<file path="config.mk">
export PLATFORM = sky130hd
export DESIGN_NAME = uart_stat_irq
export DESIGN_NICKNAME = d
export VERILOG_FILES = /design/src/rtl/uart_stat_pkg.sv /design/src/rtl/uart_stat_dp.sv /design/src/rtl/uart_stat_ctl.sv /design/src/rtl/uart_stat_irq.sv
export SDC_FILE = /design/constraint.sdc
export NUM_CORES = 1
export LEC_CHECK = 0
export ABC_CLOCK_PERIOD_IN_PS = 3800
export BUFFER_PORTS_ARGS = -buffer_cell sky130_fd_sc_hd__buf_2
export CAP_MARGIN = 10
export CELL_PAD_IN_SITES_DETAIL_PLACEMENT = 0
export CELL_PAD_IN_SITES_GLOBAL_PLACEMENT = 1
export CORE_ASPECT_RATIO = 0.5
export CORE_MARGIN = 1
export CORE_UTILIZATION = 52
export CTS_BUF_LIST = sky130_fd_sc_hd__clkbuf_8
export CTS_CLUSTER_SIZE = 14
export DETAILED_ROUTE_END_ITERATION = 16
export PLACE_DENSITY_LB_ADDON = 0.1
export SLEW_MARGIN = 20
export SYNTH_ARGS = -nofsm -noshare
export SYNTH_HDL_FRONTEND = slang
export SYNTH_SLANG_ARGS = --single-unit
</file>
<file path="constraint.sdc">
create_clock -name clk -period 3.8 [get_ports clk]
set_input_delay 0.76 -clock clk [delete_from_list [all_inputs] [get_ports clk]]
set_output_delay 0.76 -clock clk [all_outputs]
set_load 0.05 [all_outputs]
</file>
<file path="src/rtl/uart_stat_pkg.sv">
package uart_stat_pkg;

  typedef struct packed {
    logic rxPop;
    logic txPush;
  } ctlStrobe_t;

  typedef struct packed {
    logic       brk;
    logic       frm;
    logic       par;
    logic [7:0] data;
  } rxEntry_t;

  localparam logic [3:0] ID_NONE   = 4'b0001;
  localparam logic [3:0] ID_LINE   = 4'b0110;
  localparam logic [3:0] ID_RXDATA = 4'b0100;
  localparam logic [3:0] ID_TXRDY  = 4'b0010;
  localparam logic [3:0] ID_MODEM  = 4'b0000;

  localparam logic [2:0] SEL_DATA  = 3'd0;
  localparam logic [2:0] SEL_IER   = 3'd1;
  localparam logic [2:0] SEL_IDENT = 3'd2;
  localparam logic [2:0] SEL_FCTL  = 3'd3;
  localparam logic [2:0] SEL_LSR   = 3'd4;

  function automatic logic entryBad(input rxEntry_t e);
    return e.par | e.frm | e.brk;
  endfunction

endpackage

</file>
<file path="src/rtl/uart_stat_dp.sv">
module uart_stat_dp
  import uart_stat_pkg::*;
#(
  parameter int DEPTH = 64,
  localparam int CW = $clog2(DEPTH + 1),
  localparam int AW = (DEPTH > 1) ? $clog2(DEPTH) : 1
) (
  input  logic          clk,
  input  logic          rstN,
  input  logic          fifoMode,
  input  ctlStrobe_t    strobe,
  input  logic          rxPushValid,
  input  rxEntry_t      rxPushEntry,
  input  logic          txPop,
  output rxEntry_t      rxHead,
  output logic [CW-1:0] rxCount,
  output logic [CW-1:0] rxErrCount,
  output logic [CW-1:0] txCount,
  output logic          rxDrop
);

  localparam logic [CW-1:0] FULL_CAP = CW'(DEPTH);
  localparam logic [AW-1:0] LAST_IDX = AW'(DEPTH - 1);

  rxEntry_t      mem [DEPTH];
  logic [AW-1:0] wrPtr, rdPtr;
  logic [CW-1:0] capacity;
  logic          rxFull, popOk, pushOk;
  logic          txPushOk, txPopOk;
  logic          errIn, errOut;

  assign capacity = fifoMode ? FULL_CAP : CW'(1);
  assign rxFull   = rxCount >= capacity;
  assign popOk    = strobe.rxPop && (rxCount != '0);
  assign pushOk   = rxPushValid && (!rxFull || popOk);
  assign rxDrop   = rxPushValid && !pushOk;
  assign rxHead   = mem[rdPtr];
  assign errIn    = pushOk && entryBad(rxPushEntry);
  assign errOut   = popOk && entryBad(rxHead);

  assign txPushOk = strobe.txPush && (txCount < capacity);
  assign txPopOk  = txPop && (txCount != '0);

  always_ff @(posedge clk) begin
    if (pushOk) mem[wrPtr] <= rxPushEntry;
  end

  always_ff @(posedge clk or negedge rstN) begin
    if (!rstN) begin
      wrPtr      <= '0;
      rdPtr      <= '0;
      rxCount    <= '0;
      rxErrCount <= '0;
      txCount    <= '0;
    end else begin
      if (pushOk) wrPtr <= (wrPtr == LAST_IDX) ? '0 : wrPtr + 1'b1;
      if (popOk)  rdPtr <= (rdPtr == LAST_IDX) ? '0 : rdPtr + 1'b1;
      case ({pushOk, popOk})
        2'b10:   rxCount <= rxCount + 1'b1;
        2'b01:   rxCount <= rxCount - 1'b1;
        default: rxCount <= rxCount;
      endcase
      case ({errIn, errOut})
        2'b10:   rxErrCount <= rxErrCount + 1'b1;
        2'b01:   rxErrCount <= rxErrCount - 1'b1;
        default: rxErrCount <= rxErrCount;
      endcase
      case ({txPushOk, txPopOk})
        2'b10:   txCount <= txCount + 1'b1;
        2'b01:   txCount <= txCount - 1'b1;
        default: txCount <= txCount;
      endcase
    end
  end

endmodule

</file>
<file path="src/rtl/uart_stat_ctl.sv">
module uart_stat_ctl
  import uart_stat_pkg::*;
#(
  parameter int DEPTH = 64,
  localparam int CW = $clog2(DEPTH + 1)
) (
  input  logic          clk,
  input  logic          rstN,
  input  logic [2:0]    regSel,
  input  logic          regWr,
  input  logic          regRd,
  input  logic [7:0]    regWdata,
  output logic [7:0]    regRdata,
  input  rxEntry_t      rxHead,
  input  logic [CW-1:0] rxCount,
  input  logic [CW-1:0] rxErrCount,
  input  logic [CW-1:0] txCount,
  input  logic          rxDrop,
  input  logic          txShiftBusy,
  input  logic          modemReq,
  output ctlStrobe_t    strobe,
  output logic          fifoMode,
  output logic [7:0]    lsrBits,
  output logic [3:0]    ierBits,
  output logic [3:0]    irqId,
  output logic          irqOut
);

  localparam logic [CW-1:0] CAP = CW'(DEPTH);

  logic [7:0]    fctlReg;
  logic          overrun;
  logic [CW-1:0] rxTrig, txTrig, txFree;
  logic          hasData, errAny, txEmpty;
  logic          lineCond, rxCond, txCond, modemCond;

  assign fifoMode      = fctlReg[0];
  assign strobe.rxPop  = regRd && (regSel == SEL_DATA);
  assign strobe.txPush = regWr && (regSel == SEL_DATA);

  always_ff @(posedge clk or negedge rstN) begin
    if (!rstN) begin
      ierBits <= '0;
      fctlReg <= '0;
      overrun <= 1'b0;
    end else begin
      if (regWr && regSel == SEL_IER)  ierBits <= regWdata[3:0];
      if (regWr && regSel == SEL_FCTL) fctlReg <= regWdata;
      if (rxDrop) overrun <= 1'b1;
      else if (regRd && regSel == SEL_LSR) overrun <= 1'b0;
    end
  end

  always_comb begin
    case (fctlReg[5:4])
      2'd0:    rxTrig = CW'(DEPTH / 8);
      2'd1:    rxTrig = CW'(DEPTH / 4);
      2'd2:    rxTrig = CW'(DEPTH - DEPTH / 8);
      default: rxTrig = CW'(DEPTH - DEPTH / 16);
    endcase
    case (fctlReg[7:6])
      2'd0:    txTrig = CW'(DEPTH / 8);
      2'd1:    txTrig = CW'(DEPTH / 4);
      2'd2:    txTrig = CW'(DEPTH / 2);
      default: txTrig = CW'(DEPTH - DEPTH / 8);
    endcase
  end

  assign txFree  = CAP - txCount;
  assign hasData = rxCount != '0;
  assign errAny  = rxErrCount != '0;
  assign txEmpty = txCount == '0;

  assign lsrBits = {errAny, txEmpty && !txShiftBusy, txEmpty,
                    hasData && rxHead.brk, hasData && rxHead.frm,
                    hasData && rxHead.par, overrun, hasData};

  assign lineCond  = ierBits[2] && (overrun || errAny);
  assign rxCond    = ierBits[0] && (fifoMode ? (rxCount >= rxTrig) : hasData);
  assign txCond    = ierBits[1] && (fifoMode ? (txFree > txTrig) : txEmpty);
  assign modemCond = ierBits[3] && modemReq;

  always_comb begin
    if (lineCond)       irqId = ID_LINE;
    else if (rxCond)    irqId = ID_RXDATA;
    else if (txCond)    irqId = ID_TXRDY;
    else if (modemCond) irqId = ID_MODEM;
    else                irqId = ID_NONE;
  end

  assign irqOut = lineCond || rxCond || txCond || modemCond;

  always_comb begin
    case (regSel)
      SEL_DATA:  regRdata = hasData ? rxHead.data : 8'h00;
      SEL_IER:   regRdata = {4'b0000, ierBits};
      SEL_IDENT: regRdata = {4'b0000, irqId};
      SEL_FCTL:  regRdata = fctlReg;
      SEL_LSR:   regRdata = lsrBits;
      default:   regRdata = 8'h00;
    endcase
  end

endmodule

</file>
<file path="src/rtl/uart_stat_irq.sv">
module uart_stat_irq
  import uart_stat_pkg::*;
#(
  parameter int DEPTH = 64
) (
  input  logic       clk,
  input  logic       rstN,
  input  logic       rxPushValid,
  input  logic [7:0] rxPushData,
  input  logic       rxPushPar,
  input  logic       rxPushFrm,
  input  logic       rxPushBrk,
  input  logic       txPop,
  input  logic       txShiftBusy,
  input  logic       modemReq,
  input  logic [2:0] regSel,
  input  logic       regWr,
  input  logic       regRd,
  input  logic [7:0] regWdata,
  output logic [7:0] regRdata,
  output logic       irqOut
);

  localparam int CW = $clog2(DEPTH + 1);

  ctlStrobe_t    strobe;
  rxEntry_t      rxPushEntry, rxHead;
  logic [CW-1:0] rxCount, rxErrCount, txCount;
  logic          rxDrop, fifoMode;
  logic [7:0]    lsrBits;
  logic [3:0]    ierBits, irqId;

  assign rxPushEntry = '{brk: rxPushBrk, frm: rxPushFrm, par: rxPushPar, data: rxPushData};

  uart_stat_dp #(.DEPTH(DEPTH)) u_dp (
    .clk(clk), .rstN(rstN), .fifoMode(fifoMode), .strobe(strobe),
    .rxPushValid(rxPushValid), .rxPushEntry(rxPushEntry), .txPop(txPop),
    .rxHead(rxHead), .rxCount(rxCount), .rxErrCount(rxErrCount),
    .txCount(txCount), .rxDrop(rxDrop)
  );

  uart_stat_ctl #(.DEPTH(DEPTH)) u_ctl (
    .clk(clk), .rstN(rstN), .regSel(regSel), .regWr(regWr), .regRd(regRd),
    .regWdata(regWdata), .regRdata(regRdata), .rxHead(rxHead),
    .rxCount(rxCount), .rxErrCount(rxErrCount), .txCount(txCount),
    .rxDrop(rxDrop), .txShiftBusy(txShiftBusy), .modemReq(modemReq),
    .strobe(strobe), .fifoMode(fifoMode), .lsrBits(lsrBits),
    .ierBits(ierBits), .irqId(irqId), .irqOut(irqOut)
  );

endmodule

</file>
==> flow_summary.yaml, run 1 <==
floorplan:
  core.rowCount: 62
  dieWidth_um: 343.4
  floorplan.initialDensity: 0.5270
  chipHeight_um: 172.7
  number_of_top_level_pins: 39
  core-area_um2: 57480
  design.die.area_um2: 59290
drt:
  postRouteAntennaNets: 0
  dr_total_vias: 16030
  post_route_drc: 0
  drt_pass1_iterations: 7
  totalWireLength_um: 75030
  dr.first_iter.drc_count: 1818
  routedWlPerCell_um: 28.25
  drt-vias-per-instance: 6.036
clock_tree:
  htreeDepth: 3
  cts_inserted_buffers: 103
  ctsHoldBuffers: 0
  cts.reportedPaths.clkPinSlew_ns: 0.07
  clkLatencyLatePin_ns: 0.71
  cts_sinks: 750
  max-clock-path-buffers: 3
  cts_root_buf: "sky130_fd_sc_hd__clkbuf_8"
  cts_tree: "built"
critical_path:
  crit_start: "u_dp.rdPtr[0]"
  startpoint_type: "register"
  cpPeakStageDelay_ns: 0.53
  cp_max_fo: 6
  r2r-start: "u_dp.rdPtr[0]"
  reg2reg_setup_slack_ns: -0.43
  worst-endpoint-required_ns: 3.04
  category_of_the_worst_setup_path_capture_point: "output port"
  critical-path-slowest-cell: "sky130_fd_sc_hd__mux4_2"
  data_arrival_critical_path_ns: 3.59
  worst_path_dominant_cell_family: "multiplexers"
  setup.worst_path.class: "register to output port"
  cp.buffers_inverters: 5
  worstPathCellList: "buf_6 -> buf_12 -> buf_16 -> mux4_2 -> mux4_2 -> nand2_2 -> buf_12 -> nand2_4 -> a222oi_1 -> o21ai_1 -> buf_6"
pwr:
  cellPowerDensity_nw_per_um2: 634.5
  power.share.sequential: 0.424
  combPwrFrac: 0.307
  switching_share: 0.2971
  cellLeakagePower_nw: 12.09
  power.internal_w: 0.01592
  power.net_switching_w: 0.006731
  worst_vdd_rail_ir_drop_uv: 306.4
  power_total_w: 0.02265
  clock_power_share: 0.269
logic_synthesis:
  synth_commonest_cells: "704 x sky130_fd_sc_hd__edfxtp_1, 210 x sky130_fd_sc_hd__mux4_2, 88 x sky130_fd_sc_hd__nor2_1, 80 x sky130_fd_sc_hd__nand2_1, 46 x sky130_fd_sc_hd__dfrtp_1"
  synth_cells: 1499
  synthesis.nets: 1564
  post_synth_top_flop: "sky130_fd_sc_hd__edfxtp_1"
  avgSynthCellArea_um2: 20.21
  synth-edff-count: 704
  netlist_area_um2: 30300
  yosys_warnings: 0
  yosys.area.top_type_share: 0.6978
  synth_top_cells_by_area: "sky130_fd_sc_hd__edfxtp_1 70%, sky130_fd_sc_hd__mux4_2 16%, sky130_fd_sc_hd__dfrtp_1 3.8%"
  synth.distinct_cells: 57
  ys_seq_elements: 750
  synth-seq-area-share: 0.7358
  synthDominantAreaCellType: "sky130_fd_sc_hd__edfxtp_1"
  yosys.cell_count.top_type: "sky130_fd_sc_hd__edfxtp_1"
  synth-async-reset-ratio: 0.06133
grt:
  largest_net_degree_at_the_start_of_global_routing: 65
  initial_antenna_violation_count: 1
  wire_length_of_the_first_global_routing_pass_um: 109300
  gr-total-overflow: 0
  first_global_vias: 16390
  globalRouteTotalUtil: 0.2597
sta:
  clock_skew_ns: 0.04029
  final.hold.worst_slack_ns: 0.1216
  setup_repair_after_global_routing_missed_its_margin: "true"
  min_period_over_period: 1.144
  tightestPinTransition_ns: 1.080
  timing.final.max_slew_violations: 0
  finalSetupViolCount: 13
  finalWorstPathRequiredPeriod_ns: 4.346
  number_of_hold_slack_violations_in_the_final_timing_report: 0
  post-route-worst-setup-slack_ns: -0.5463
  fmaxAchievable_mhz: 230.1
  relSlewSlack: 0.2740
hold_path:
  hold_path.class: "input port to asynchronous set/reset pin"
placed_design:
  dpl.hpwl_um: 46940
  placement.io_buffers: 38
  finalWeightedCongestion: 0.8633
status:
  outcome: "complete, but fails checks"
  violations_in_the_final_reports: "negative setup slack"
final_layout:
  design.final.nets: 1865
  antenna_cells: 0
  area_occupied_by_multi_input_gates_um2: 7844
  final_layout_size_suffix_gt1_frac: 0.3655
  layout.area.seq_um2: 22300
  fillerInstances: 4002
  flow.area_growth_from_synthesis_pct: 17.86
  final_util: 0.6212
job:
  max-cap-violations: 0
routing by layer:
metal	vias up	GRT usage	part of all wire
met4	0	0.05648	0.016
met3	98	0.08674	0.11
met1	8477	0.3935	0.44
li1	6751	-	-
met5	-	0	0
met2	705	0.3689	0.44
placed cells by master, fill, tap and decap left out, types with 9 or more instances in the layout:
| master | synthesis | routed |
|---|---|---|
| sky130_fd_sc_hd__mux2_2 | 17 | 17 |
| sky130_fd_sc_hd__mux4_2 | 210 | 210 |
| sky130_fd_sc_hd__nand3_1 | 13 | 11 |
| sky130_fd_sc_hd__edfxtp_1 | 704 | 704 |
| sky130_fd_sc_hd__xor2_1 | 10 | 9 |
| sky130_fd_sc_hd__dfrtp_1 | 46 | 42 |
| sky130_fd_sc_hd__inv_1 | 28 | 52 |
| sky130_fd_sc_hd__mux2i_1 | 21 | 19 |
| sky130_fd_sc_hd__ha_1 | 32 | 29 |
| sky130_fd_sc_hd__nor2b_1 | 10 | 9 |
| sky130_fd_sc_hd__clkinv_2 | 0 | 16 |
| sky130_fd_sc_hd__clkbuf_8 | 0 | 104 |
| sky130_fd_sc_hd__and3_1 | 13 | 13 |
| sky130_fd_sc_hd__nor2_1 | 88 | 86 |
| sky130_fd_sc_hd__buf_12 | 0 | 21 |
| sky130_fd_sc_hd__a21oi_1 | 26 | 18 |
| sky130_fd_sc_hd__buf_2 | 29 | 25 |
| sky130_fd_sc_hd__o21ai_0 | 34 | 26 |
| sky130_fd_sc_hd__nand2_1 | 80 | 67 |
| sky130_fd_sc_hd__clkinv_1 | 0 | 33 |
| sky130_fd_sc_hd__buf_4 | 10 | 188 |
| sky130_fd_sc_hd__buf_6 | 5 | 21 |
| sky130_fd_sc_hd__xnor2_1 | 11 | 11 |
layout make-up:
type,count,share of cell area
clock buffers,104,0.04009
clock inverters,89,0.01608
inverters,29,0.003049
multi-input cells,649,0.2197
flip-flops and latches,750,0.6246
well taps,768,0.02691
repair buffers,267,0.06956
path summary, 6_finish.rpt:
check / endpoint / depth (start not counted)
setup / recovery: regRdata[7] / 11
hold / removal: u_dp.rxCount[6] / 1
setup reg to reg: u_dp.rxErrCount[6] / 18
hold reg to reg: u_dp.rxErrCount[6] / 1
max in group asynchronous: u_dp.rdPtr[0] / 2
min in group clk: u_ctl.fctlReg[5] / 2
registers in the layout (all words and copies together), names as in the netlist, 4 cells and up:
register / flops
u_ctl.fctlReg: 8
u_ctl.ierBits: 4
u_dp.mem: 704
u_dp.rdPtr: 6
u_dp.rxCount: 7
u_dp.rxErrCount: 7
u_dp.txCount: 7
u_dp.wrPtr: 6
power by group through the flow:
stage	registers [W]	clock network, W	logic, W
after CTS	0.00962	0.00622	0.00687
after global routing	0.00964	0.00657	0.00744
after detailed placement	0.00980	0	0.00601
after floorplan	0.00966	0	0.00403
final	0.00961	0.00610	0.00695
after global placement	0.00978	0	0.00592
kinds of logic after synthesis:
kind of cell,Yosys count,share of synthesized area
AND/OR/NAND/NOR,238,0.03539
buffers and inverters,100,0.01607
multiplexers,248,0.1694
AO/OA/AOI/OAI,107,0.02210
XOR/XNOR,21,0.006071
adder cells (fa/ha/maj),35,0.01520
flip-flops,750,0.7358
repair_timing:
action                                  CTS  global route
gates cloned                              6             0
pin swaps                                25            28
gates resized for setup                 111            30
endpoints found under the setup margin   13            16
buffers inserted                         29             7
stage by stage:
stage / setup TNS, ns / cells / cell area [um^2] / setup slack, ns
floorplan: 0 / 1499 / 30320 / 0.003942
global placement: -1.829 / 2426 / 32730 / -0.3786
detailed placement: -1.934 / 2426 / 32730 / -0.4374
CTS: -6.056 / 2653 / 35600 / -0.6103
global route: -6.658 / 2656 / 35710 / -0.6586
finish: -5.150 / 2656 / 35710 / -0.5463
Note: power is estimated with default switching activity, not from simulation.
==> inputs of run 2 (changes only) <==
--- a/config.mk
+++ b/config.mk
@@ -8,7 +8,7 @@
 export ABC_CLOCK_PERIOD_IN_PS = 3800
 export BUFFER_PORTS_ARGS = -buffer_cell sky130_fd_sc_hd__buf_2
 export CAP_MARGIN = 10
-export CELL_PAD_IN_SITES_DETAIL_PLACEMENT = 0
+export CELL_PAD_IN_SITES_DETAIL_PLACEMENT = 1
 export CELL_PAD_IN_SITES_GLOBAL_PLACEMENT = 1
 export CORE_ASPECT_RATIO = 0.5
 export CORE_MARGIN = 1
==> flow_summary.yaml, run 2 (synthesized netlist as in run 1, its figures left out) <==
status:
  outcome: "complete, but fails checks"
  violations_in_the_final_reports: "negative setup slack"
sta:
  min_period_over_period: 1.150
  post-route-worst-setup-slack_ns: -0.5687
  timing.final.max_slew_violations: 0
  finalWorstPathRequiredPeriod_ns: 4.369
  number_of_hold_slack_violations_in_the_final_timing_report: 0
  clock_skew_ns: 0.03413
  setup-tns-final_ns: -5.332
  tightestPinTransition_ns: 1.114
  relSlewSlack: 0.2570
  setup_repair_after_global_routing_missed_its_margin: "true"
  fmaxAchievable_mhz: 228.9
  finalSetupViolCount: 13
final_layout:
  layoutNonFillerInstCount: 2660
  registers.top_by_ff_count: "u_dp.mem"
  reg_top3: "u_dp.mem x704, u_ctl.fctlReg x8"
  fillerInstances: 4849
  leading_cell_type_in_the_layout_fill_and_taps_excluded: "sky130_fd_sc_hd__edfxtp_1"
  max_reg_flops: 704
  layout.cells.most_common_list: "704 x sky130_fd_sc_hd__edfxtp_1, 210 x sky130_fd_sc_hd__mux4_2, 192 x sky130_fd_sc_hd__buf_4"
  flow.area_growth_from_synthesis_pct: 18.49
  design.final.nets: 1878
  final_layout_size_suffix_gt1_frac: 0.3723
critical_path:
  setup.worst_path.class: "register to output port"
  worstRegToRegCells: 22
  critical_path.reg2reg.endpoint: "u_dp.rxErrCount[6]"
  startpoint_type: "register"
  worst-endpoint-required_ns: 3.04
  data_arrival_critical_path_ns: 3.61
  cp_max_fo: 8
  r2r-start: "u_dp.rdPtr[0]"
  reg2reg_setup_slack_ns: -0.31
  category_of_the_worst_setup_path_capture_point: "output port"
grt:
  use_met1: 0.4107
  use_met3: 0.09081
  initial_antenna_violation_count: 0
  grt_busiest_layer: "met2"
  wire_length_of_the_first_global_routing_pass_um: 118000
  gr-total-overflow: 0
  largest_net_degree_at_the_start_of_global_routing: 65
  globalRouteTotalUtil: 0.2806
  grt_use_met2: 0.4190
  first_global_vias: 17390
clock_tree:
  cts_inserted_buffers: 103
  cts_root_buf: "sky130_fd_sc_hd__clkbuf_8"
  cts_sinks: 750
  max-clock-path-buffers: 3
  htreeDepth: 3
  clkLatencyLatePin_ns: 0.69
  cts.reportedPaths.clkPinSlew_ns: 0.07
  cts_tree: "built"
pwr:
  worst_vdd_rail_ir_drop_uv: 296.4
  power_total_w: 0.02275
  cellPowerDensity_nw_per_um2: 633.6
  cellLeakagePower_nw: 12.17
placed_design:
  dpl.hpwl_um: 50670
  finalWeightedCongestion: 0.8633
  post-place-cells: 2426
  placement.io_buffers: 38
job:
  max-cap-violations: 0
drt:
  routedWlPerCell_um: 30.40
  drt_pass1_iterations: 6
  post_route_drc: 0
  dr.first_iter.drc_count: 1546
  totalWireLength_um: 80870
  postRouteAntennaNets: 0
  dr_total_vias: 16200
  drt-vias-per-instance: 6.091
floorplan:
  number_of_top_level_pins: 39
  dieWidth_um: 343.4
  core-area_um2: 57480
  core.rowCount: 62
  floorplan.initialDensity: 0.5270
  design.die.area_um2: 59290
  chipHeight_um: 172.7
hold_path:
  hold_path.class: "input port to asynchronous set/reset pin"
[run 2: critical path, stage by stage, from the launching register on]
cell	delay, ns
sky130_fd_sc_hd__dfrtp_4	0.51
sky130_fd_sc_hd__buf_12	0.18
sky130_fd_sc_hd__buf_12	0.11
sky130_fd_sc_hd__buf_16	0.12
sky130_fd_sc_hd__mux4_2	0.55
sky130_fd_sc_hd__mux4_2	0.61
sky130_fd_sc_hd__mux2i_1	0.20
sky130_fd_sc_hd__buf_4	0.16
sky130_fd_sc_hd__o21ai_2	0.05
sky130_fd_sc_hd__a211o_1	0.25
sky130_fd_sc_hd__buf_6	0.16
[run 2: where the power goes]
| group | internal [W] | leakage (nW) | switching, W |
|---|---|---|---|
| sequential | 0.00935 | 6.89 | 0.000292 |
| clock | 0.00276 | 1.07 | 0.00301 |
| combinational | 0.00376 | 4.20 | 0.00358 |
[run 2: repair_timing]
| item | 4_1_cts | 5_1_grt |
|---|---|---|
| hold endpoints to repair | 0 | 0 |
| gates resized for setup | 140 | 35 |
| buffers inserted | 35 | 10 |
| pin swaps | 25 | 8 |
| hold buffers | 0 | 0 |
| endpoints found under the setup margin | 13 | 16 |
| cloned | 7 | 0 |
[run 2: layout make-up]
cell class	count	area [um^2]	area share
tap	768	960.9	0.02677
inverter	29	108.9	0.003032
clock inverter	79	429.2	0.01195
sequential	750	22300	0.6213
antenna	1	2.502	0.00006971
clock buffer	104	1431	0.03987
timing repair buffer	280	2676	0.07455
multi-input combinational	649	7985	0.2224
[run 2: per-layer routing]
layer,wire [um],part of all wire,vias up
met2,36930,0.46,611
met4,1171,0.014,0
met5,0,0,-
li1,-,-,6754
met3,7358,0.091,94
met1,35410,0.44,8744
[run 2: worst max-delay path by stage]
stage | slack, ns | cells after the start | to | start
2_1_floorplan | 0.004 | 19 | u_dp.rxErrCount[6] | u_dp.rdPtr[0]
3_3_place_gp | -0.38 | 21 | u_dp.rxErrCount[6] | u_dp.rdPtr[0]
3_5_place_dp | -0.66 | 18 | u_dp.rxErrCount[6] | u_dp.rdPtr[1]
4_1_cts | -0.63 | 11 | regRdata[7] | u_dp.rdPtr[0]
5_1_grt | -0.67 | 10 | regRdata[2] | u_dp.rdPtr[0]
6_report | -0.57 | 10 | regRdata[2] | u_dp.rdPtr[0]
[run 2: stage by stage]
stage	setup slack (ns)	cell area [um^2]	hold slack [ns]	util
2_1_floorplan	0.003942	30320	0.4429	-
3_3_place_gp	-0.3786	32730	0.4749	0.5693
3_5_place_dp	-0.6640	32730	0.4753	0.5693
4_1_cts	-0.6341	35630	0.1134	0.6199
5_1_grt	-0.6720	35900	0.1452	0.6245
6_report	-0.5687	35900	0.1367	0.6245
